==> src/rtl/irq_src_pkg.sv <==
package irq_src_pkg;
  localparam logic [7:0] PRIO_OFF = 8'hFF;

  typedef struct packed {
    logic rejected;  // edge: refused, waits for a resend sweep
    logic mpend;     // edge: event seen while masked
    logic asserted;  // level: registered copy of the line
    logic sent;      // level: offered and not yet completed
    logic req;       // waiting to be offered
  } src_stat_t;
endpackage

==> src/rtl/irq_src_slot.sv <==
module irq_src_slot
  import irq_src_pkg::*;
#(
  parameter bit IS_LEVEL = 1'b0,
  parameter int SRV_W    = 4
) (
  input  logic             clk,
  input  logic             rst_n,
  input  logic             line,
  input  logic             cfg_hit,
  input  logic [SRV_W-1:0] cfg_server,
  input  logic [7:0]       cfg_prio,
  input  logic [7:0]       cfg_saved,
  input  logic             rej_hit,
  input  logic             eoi_hit,
  input  logic             resend,
  input  logic             take,
  output logic             want,
  output logic [7:0]       prio_o,
  output logic [7:0]       saved_o,
  output logic [SRV_W-1:0] server_o
);
  src_stat_t        st, nx;
  logic [7:0]       prio_q, prio_n, saved_q;
  logic [SRV_W-1:0] server_q;
  logic             line_chg;

  assign prio_n   = cfg_hit ? cfg_prio : prio_q;
  assign line_chg = line != st.asserted;

  always_comb begin
    nx = st;
    if (take) nx.req = 1'b0;
    if (IS_LEVEL) begin
      nx.asserted = line;
      if (rej_hit || eoi_hit) nx.sent = 1'b0;
      if ((line_chg || cfg_hit || resend) && prio_n != PRIO_OFF && line && !nx.sent) begin
        nx.sent = 1'b1;
        nx.req  = 1'b1;
      end
    end else begin
      if (line) begin
        if (prio_n == PRIO_OFF) nx.mpend = 1'b1;
        else                    nx.req   = 1'b1;
      end
      if (cfg_hit && st.mpend && cfg_prio != PRIO_OFF) begin
        nx.mpend = 1'b0;
        nx.req   = 1'b1;
      end
      if (resend && st.rejected) begin
        nx.rejected = 1'b0;
        if (prio_n != PRIO_OFF) nx.req = 1'b1;
      end
      if (rej_hit) nx.rejected = 1'b1;
    end
  end

  always_ff @(posedge clk) begin
    if (!rst_n) begin
      st       <= '0;
      prio_q   <= PRIO_OFF;
      saved_q  <= PRIO_OFF;
      server_q <= '0;
    end else begin
      st     <= nx;
      prio_q <= prio_n;
      if (cfg_hit) begin
        saved_q  <= cfg_saved;
        server_q <= cfg_server;
      end
    end
  end

  assign want     = st.req && prio_q != PRIO_OFF;
  assign prio_o   = prio_q;
  assign saved_o  = saved_q;
  assign server_o = server_q;

  assert_mpend_masked_R3: assert property (@(posedge clk) disable iff (!rst_n)
    (!IS_LEVEL && $rose(st.mpend)) |-> prio_q == PRIO_OFF);
  assert_sent_asserted_R5: assert property (@(posedge clk) disable iff (!rst_n)
    (IS_LEVEL && $rose(st.sent)) |-> st.asserted);
endmodule

==> src/rtl/irq_src_pick.sv <==
module irq_src_pick #(
  parameter int N_SRC = 8,
  localparam int IDX_W = $clog2(N_SRC)
) (
  input  logic [N_SRC-1:0] want,
  output logic             any,
  output logic [IDX_W-1:0] idx
);
  always_comb begin
    any = 1'b0;
    idx = '0;
    for (int i = N_SRC - 1; i >= 0; i--) begin
      if (want[i]) begin
        any = 1'b1;
        idx = IDX_W'(i);
      end
    end
  end
endmodule

==> src/rtl/irq_source_unit.sv <==
module irq_source_unit
  import irq_src_pkg::*;
#(
  parameter int               N_SRC     = 8,
  parameter int               NUM_W     = 12,
  parameter int               BASE      = 16,
  parameter int               SRV_W     = 4,
  parameter logic [N_SRC-1:0] LEVEL_MAP = 8'hF0,
  localparam int              IDX_W     = $clog2(N_SRC)
) (
  input  logic             clk,
  input  logic             rst_n,
  input  logic [N_SRC-1:0] irq_line,
  input  logic             cfg_we,
  input  logic [IDX_W-1:0] cfg_idx,
  input  logic [SRV_W-1:0] cfg_server,
  input  logic [7:0]       cfg_prio,
  input  logic [7:0]       cfg_saved,
  input  logic             rej_valid,
  input  logic [NUM_W-1:0] rej_num,
  input  logic             eoi_valid,
  input  logic [NUM_W-1:0] eoi_num,
  input  logic             resend,
  output logic             pres_valid,
  input  logic             pres_ready,
  output logic [NUM_W-1:0] pres_num,
  output logic [7:0]       pres_prio,
  output logic [7:0]       pres_saved,
  output logic [SRV_W-1:0] pres_server
);
  localparam logic [NUM_W-1:0] BASE_V = NUM_W'(BASE);
  localparam logic [NUM_W-1:0] CNT_V  = NUM_W'(N_SRC);

  logic [NUM_W-1:0] rej_rel, eoi_rel;
  logic             rej_ok, eoi_ok, load, any;
  logic [IDX_W-1:0] idx;
  logic [N_SRC-1:0] want, take;
  logic [7:0]       prio_a  [N_SRC];
  logic [7:0]       saved_a [N_SRC];
  logic [SRV_W-1:0] srv_a   [N_SRC];

  assign rej_rel = rej_num - BASE_V;
  assign eoi_rel = eoi_num - BASE_V;
  assign rej_ok  = rej_valid && rej_num >= BASE_V && rej_rel < CNT_V;
  assign eoi_ok  = eoi_valid && eoi_num >= BASE_V && eoi_rel < CNT_V;
  assign load    = !pres_valid || pres_ready;

  for (genvar g = 0; g < N_SRC; g++) begin : g_src
    irq_src_slot #(.IS_LEVEL(LEVEL_MAP[g]), .SRV_W(SRV_W)) u_slot (
      .clk        (clk),
      .rst_n      (rst_n),
      .line       (irq_line[g]),
      .cfg_hit    (cfg_we && cfg_idx == IDX_W'(g)),
      .cfg_server (cfg_server),
      .cfg_prio   (cfg_prio),
      .cfg_saved  (cfg_saved),
      .rej_hit    (rej_ok && rej_rel == NUM_W'(g)),
      .eoi_hit    (eoi_ok && eoi_rel == NUM_W'(g)),
      .resend     (resend),
      .take       (take[g]),
      .want       (want[g]),
      .prio_o     (prio_a[g]),
      .saved_o    (saved_a[g]),
      .server_o   (srv_a[g])
    );
    assign take[g] = load && any && idx == IDX_W'(g);
  end

  irq_src_pick #(.N_SRC(N_SRC)) u_pick (
    .want (want),
    .any  (any),
    .idx  (idx)
  );

  always_ff @(posedge clk) begin
    if (!rst_n) begin
      pres_valid  <= 1'b0;
      pres_num    <= '0;
      pres_prio   <= PRIO_OFF;
      pres_saved  <= PRIO_OFF;
      pres_server <= '0;
    end else if (load) begin
      pres_valid <= any;
      if (any) begin
        pres_num    <= BASE_V + NUM_W'(idx);
        pres_prio   <= prio_a[idx];
        pres_saved  <= saved_a[idx];
        pres_server <= srv_a[idx];
      end
    end
  end

  assert_hold_R9: assert property (@(posedge clk) disable iff (!rst_n)
    (pres_valid && !pres_ready) |=> (pres_valid && $stable(pres_num) && $stable(pres_prio)
                                     && $stable(pres_server)));
  assert_no_masked_offer_R3: assert property (@(posedge clk) disable iff (!rst_n)
    pres_valid |-> pres_prio != PRIO_OFF);
endmodule

==> config.mk <==
export PLATFORM = sky130hd
export DESIGN_NAME = irq_source_unit
export DESIGN_NICKNAME = d
export VERILOG_FILES = /design/src/rtl/irq_src_pkg.sv /design/src/rtl/irq_src_slot.sv /design/src/rtl/irq_src_pick.sv /design/src/rtl/irq_source_unit.sv
export SDC_FILE = /design/constraint.sdc
export NUM_CORES = 1
export LEC_CHECK = 0
export BUFFER_PORTS_ARGS = -buffer_cell sky130_fd_sc_hd__buf_2
export CORE_ASPECT_RATIO = 1.1
export CORE_MARGIN = 2
export CORE_UTILIZATION = 39
export CTS_CLUSTER_SIZE = 30
export DETAILED_ROUTE_END_ITERATION = 16
export PLACE_DENSITY = 0.68
export SYNTH_ARGS = -nofsm -noshare
export SYNTH_HDL_FRONTEND = slang
export SYNTH_SLANG_ARGS = --single-unit
export TNS_END_PERCENT = 20
==> constraint.sdc <==
create_clock -name clk -period 4.9 [get_ports clk]
set_clock_uncertainty 0.1 [all_clocks]
set_input_delay 0.98 -clock clk [delete_from_list [all_inputs] [get_ports clk]]
set_output_delay 0.98 -clock clk [all_outputs]
set_load 0.005 [all_outputs]
Yosys cells after proc, flatten, opt, wreduce, memory -nomap -nowiden

Cells that the tools add are included.

Output and inout port bits: 33
Bits in registers: 217

Reduce and logical (&&, ||, !) cells: 103
Add/subtract/negate cells: 3
Equal/unequal tests: 50
Order comparisons: 5
Bitwise logic cells: 2
Muxes and demuxes: 77

Operators by type and width:

| kind                                                                                  | number |
|---|---|
| 8-bit != test (second input constant)                                                 | 17 |
| 12-bit by 3-bit == test with 1-bit output (second input constant)                     | 8 |
| 8-bit two-way mux                                                                     | 12 |
| 1-bit logical AND                                                                     | 65 |
| 8-bit binary-select mux with 3-bit select                                             | 2 |
| 1-bit two-way mux                                                                     | 48 |
| 8-bit == test (second input constant)                                                 | 4 |
| 12-bit by 2-bit == test with 1-bit output (second input constant)                     | 2 |
| 3-bit == test (second input constant)                                                 | 8 |
| 12-bit by 5-bit greater-or-equal comparator with 1-bit output (second input constant) | 2 |
| 12-bit by 4-bit less-than comparator with 1-bit output (second input constant)        | 2 |
| 3-bit two-way mux                                                                     | 8 |
| 12-bit by 5-bit subtractor with 12-bit output (second input constant)                 | 2 |
| 2-bit nonzero test                                                                    | 8 |
| 1-bit logical OR                                                                      | 13 |
| 4-bit binary-select mux with 3-bit select                                             | 1 |
| 12-bit by 1-bit == test with 1-bit output (second input constant)                     | 1 |
| 3-bit by 2-bit == test with 1-bit output (second input constant)                      | 4 |
| 12-bit logical NOT                                                                    | 1 |
| 2-bit AND reduction                                                                   | 5 |
| 2-bit two-way mux                                                                     | 4 |
| 4-bit two-way mux                                                                     | 2 |
| 2-bit OR reduction                                                                    | 4 |
| 5-bit by 3-bit adder with 6-bit output (first input constant)                         | 1 |
| other kinds (7)                                                                       | 16 |

Depth between registers and ports, before layout

Word-level depth: 18
Mapped depth: 9
Gate-level depth less buffers: 7

By module

From an unflattened synthesis, not the netlist that was laid out.

Cells, all modules: 988
Area total of the unflattened synthesis: 9561.7 µm²

By module, submodules not included:

| module                              | instances | area an instance (µm²) | cells an instance | sequential area each (µm²) |
|---|---|---|---|---|
| irq_src_slot at g_src[4].u_slot ... | 4         | 883.3                  | 85                | 460.4 |
| irq_src_slot at g_src[0].u_slot ... | 4         | 874.6                  | 87                | 460.4 |
| irq_source_unit                     | 1         | 2449.8                 | 287               | 500.5 |
| irq_src_pick                        | 1         | 80.1                   | 13                | 0.0 |

Worst setup path before layout

OpenSTA, ideal clock, no wires.

Kind: input -> register
From: input port pres_ready
To: register pres_prio[0]
Cell stages on the path: 7
Data arrival time: 2.069 ns
Library setup time: 0.116 ns
Setup slack: 2.615 ns
Required time: 4.684 ns
Cells stage by stage: nor2b_1 > a41oi_1 > nand2_1 > clkbuf_1 > a221oi_1 > o21ai_1 > o211a_1

Longest elaborated chain between the ends: 2

Ends and longest elaborated chain:

| item                                 | RTL line              | source |
|---|---|---|
| start, declared                      | irq_source_unit.sv:25 | `input logic pres_ready,` |
| 1-bit logical OR                     | irq_source_unit.sv:46 | `assign load = !pres_valid \|\| pres_ready;` |
| 2-bit AND reduction (no source line) | -                     |  |
| end signal, assigned                 | irq_source_unit.sv:86 | `pres_prio <= prio_a[idx];` |
| end, declared                        | irq_source_unit.sv:27 | `output logic [7:0] pres_prio,` |

No other way between the ends.
A chain may end at the register's enable or synchronous reset.

Worst setup path in the final report

From: register g_src[2].u_slot.prio_q[7]
To: register pres_prio[4]

Longest elaborated chain between the ends: 9
Elaborated cells between the ends (all ways): 13
Classes of those cells: eq/ne (1); mux (9); bitwise (1); reduce/logical (2)

Ends and longest elaborated chain:

| item                                                   | RTL line              | source |
|---|---|---|
| start, declared                                        | irq_src_slot.sv:24    | `logic [7:0] prio_q, prio_n, saved_q;` |
| start signal, assigned                                 | irq_src_slot.sv:66    | `prio_q <= prio_n;` |
| 8-bit != test *                                        | irq_src_slot.sv:74    | `assign want = st.req && prio_q != PRIO_OFF;` |
| 1-bit logical AND *                                    | irq_src_slot.sv:74    |  |
| 3-bit two-way mux (3 in series)                        | irq_src_pick.sv:13    | `if (want[i]) begin` |
| 3-bit inverter with 4-bit output (not written as such) | irq_source_unit.sv:86 |  |
| 8-bit binary-select mux with 3-bit select              | irq_source_unit.sv:86 |  |
| 8-bit two-way mux (not written as such) (2 in series)  | irq_source_unit.sv:86 |  |

Mark *: on every way between the ends. The rest lies on a longest branch, timed or not. The select of a mux whose other input is x is not followed.

==> results.py <==
metrics = {
    "place": {
        "hpwlAfterDp_mm": 18.90,
        "gp_congestion": 0.8885,
        "portBuffers": 86,
        "placed_cells": 1485,
    },
    "power": {
        "sequentialPowerShare_pct": 42.4,
        "clockPowerShare_pct": 40.4,
        "combPwrFrac_pct": 17.1,
        "switching_power_mw": 1.280,
        "total_leakage_power_nw": 4.716,
        "total_power_mw": 4.385,
        "p_int_mw": 3.105,
        "peakVddDrop_uv": 243.0,
        "p_per_area_nw_per_um2": 409.5,
        "p_sw_share_pct": 29.18,
    },
    "sta": {
        "finalCriticalPeriod_ns": 3.051,
        "slew_viol_final": 0,
        "hold_slack_ns": 0.3499,
        "tns_ns": 0,
        "hold_viol": 0,
        "maxSlewHeadroom_pct": 17.37,
        "finalCritPeriodShare_pct": 62.26,
        "max_freq_ghz": 0.3278,
        "final-setup-viol-count": 0,
        "rsz0062_at_grt": "false",
        "worstMarginPinSlew_ns": 1.237,
    },
    "yosys": {
        "yosysTopAreaCell": "dfxtp_1",
        "ys_seq_area_share_pct": 44.34,
        "synthDominantCellAreaShare_pct": 44.34,
        "synth_top_family_by_area": "simple AND/OR/NAND/NOR gates",
        "ys_seq_elements": 209,
        "avgSynthCellArea_um2": 8.030,
        "synth-edff-count": 0,
        "synthArstFlopShare_pct": 0,
        "synth_ff_type": "dfxtp_1",
        "synth_warnings": 0,
        "synth_cell_types": 61,
        "synth.area.mux_share_pct": 4.137,
        "synth_area_leaders": "dfxtp_1, nand2_1, nand3_1",
        "synthXorXnorAreaFrac_pct": 0,
        "synth_cells": 1175,
        "synth.cell_area_um2": 9435,
        "synth_adder_area_share_pct": 0,
        "synth_compound_area_share_pct": 17.84,
        "yosys.area_share.simple_pct": 27.94,
    },
    "min_path": {
        "hold_path_class": "reg -> reg",
    },
    "route": {
        "drt-total-wl_mm": 29.96,
        "wl_met1_mm": 12.69,
        "drtIter0Drc": 741,
        "met2_length_mm": 13.75,
        "ant_nets": 0,
        "drc_errors": 0,
        "first_pass_iters": 6,
        "highest_layer": "met5",
        "via_count": 8814,
        "viasPerCell": 5.780,
        "wl_met3_mm": 2.144,
        "routedWlPerCell_um": 19.65,
    },
    "layout": {
        "nFillCells": 2307,
        "areaGrowthSynthToFinish_pct": 13.50,
        "seqCellArea_um2": 4184,
        "multiInputGateArea_um2": 4770,
        "final_cell_mix": "nand2_1, dfxtp_1, nand3_1",
        "drive_gt1_share_pct": 13.61,
        "nets": 1267,
        "final_common_cell": "nand2_1",
        "fin_util_pct": 45.19,
        "antenna_cells": 0,
        "final_cells": 1525,
    },
    "clocking": {
        "htreeDepth": 1,
        "hold_buffers": 0,
        "cts_resized": 0,
        "cts_sinks": 209,
        "cts_setup_buffers": 0,
        "cts_tree": "yes",
        "clk_pin_slew_ns": 0.06,
        "clk_path_buf_depth": 3,
        "insertion_delay_ns": 0.52,
        "numCtsBuffers": 23,
        "cts_root_buf": "clkbuf_16",
    },
    "die": {
        "row_count": 59,
        "die_y_um": 167.1,
        "fp.dieW_um": 152.3,
        "dieArea_um2": 25450,
        "ios": 95,
        "core_um2": 23700,
        "start_util_pct": 39.82,
    },
    "critical_path": {
        "worstSetupPathType": "reg -> reg",
        "startpoint_type": "register",
        "crit_arrival_ns": 3.42,
        "critPathRequiredTime_ns": 5.27,
        "end_kind": "register",
        "cp_max_fo": 37,
    },
    "global_routing": {
        "grt_usage_pct": 22.74,
        "grt_overflow": 0,
        "grt_pass1_wl_mm": 46.51,
        "grt_pass1_vias": 8229,
        "antenna_found_initial": 1,
        "grt_max_degree": 82,
    },
    "status": {
        "run_status": "finished, final reports clean",
    },
    "job": {
        "maxCapViolations": 0,
    },
}
stage by stage:
step | cell area, um2 | setup WS (ns)
after global placement | 9941 | 1.854
final | 10710 | 1.849
after CTS | 10710 | 1.925
after detailed placement | 9941 | 1.838
after global routing | 10710 | 1.707
after floorplan | 9462 | 2.615
state kept, by name, summed over array words and instances (netlist names):
| signal | cells |
|---|---|
| pres_num | 4 |
| pres_prio | 8 |
| pres_server | 4 |
| g_src.u_slot.st | 24 |
| g_src.u_slot.server_o | 32 |
| pres_saved | 8 |
| g_src.u_slot.prio_o | 64 |
| pres_valid | 1 |
| g_src.u_slot.saved_o | 64 |
layer usage:
layer	vias to the layer above	track usage, %
met2	407	37.43
met5	-	0
met3	92	3.364
met1	4183	29.63
li1	4130	-
met4	2	10.28
worst paths after layout:
path	cells past startpoint	to	slack, ns	start
hold / removal	2	g_src[1].u_slot.st[3]$_SDFFE_PP0P_	0.35	g_src[1].u_slot.st[3]$_SDFFE_PP0P_
setup reg to reg	7	pres_prio[4]$_SDFFE_PN1P_	1.85	g_src[2].u_slot.prio_o[7]$_SDFF_PN1_
setup / recovery	7	pres_prio[4]$_SDFFE_PN1P_	1.85	g_src[2].u_slot.prio_o[7]$_SDFF_PN1_
hold reg to reg	2	g_src[1].u_slot.st[3]$_SDFFE_PP0P_	0.35	g_src[1].u_slot.st[3]$_SDFFE_PP0P_
synth_stat cells (8+ instances only):
cell / number
nand2_1: 366
o211a_1: 16
nor2b_1: 9
buf_2: 8
o211ai_1: 17
and2_1: 11
a21oi_1: 11
o21ai_1: 26
clkbuf_1: 71
a21boi_0: 41
inv_1: 12
a221oi_2: 11
a221oi_1: 27
mux2i_1: 39
clkbuf_2: 8
nor2_1: 19
o21ai_0: 13
nand4_1: 22
o21a_1: 8
nand3_1: 139
dfxtp_1: 209
buf_4: 15
layout make-up:
class	instances	share of cell area, %
multi-input cells	856	44.54
flip-flops and latches	209	39.07
clock buffers	36	6.484
repair buffers	103	5.234
well taps	305	3.564
clock inverters	4	0.6893
inverters	12	0.4206
kinds of logic after synthesis:
family                 count (synthesis)
other                                  1
AO/OA/AOI/OAI                        211
buffers and inverters                117
flip-flops                           209
AND/OR/NAND/NOR                      598
multiplexers                          39
worst max-delay path, cell delays in order, from the launching register on:
cell      delay (ns)
dfxtp_1         0.36
nand4_1         0.27
o21ai_2         0.41
a41oi_2         0.25
nor2_4          0.97
a221oi_1        0.30
o21ai_1         0.16
o211a_1         0.18
power by group through the flow:
stage	Combinational [mW]	Clock (mW)	Sequential (mW)
global placement	0.728	0	1.90
finish	0.752	1.77	1.86
global route	0.805	1.85	1.87
CTS	0.740	1.79	1.86
detailed placement	0.735	0	1.90
floorplan	0.512	0	1.88
Power figures use the tool's default switching activity.
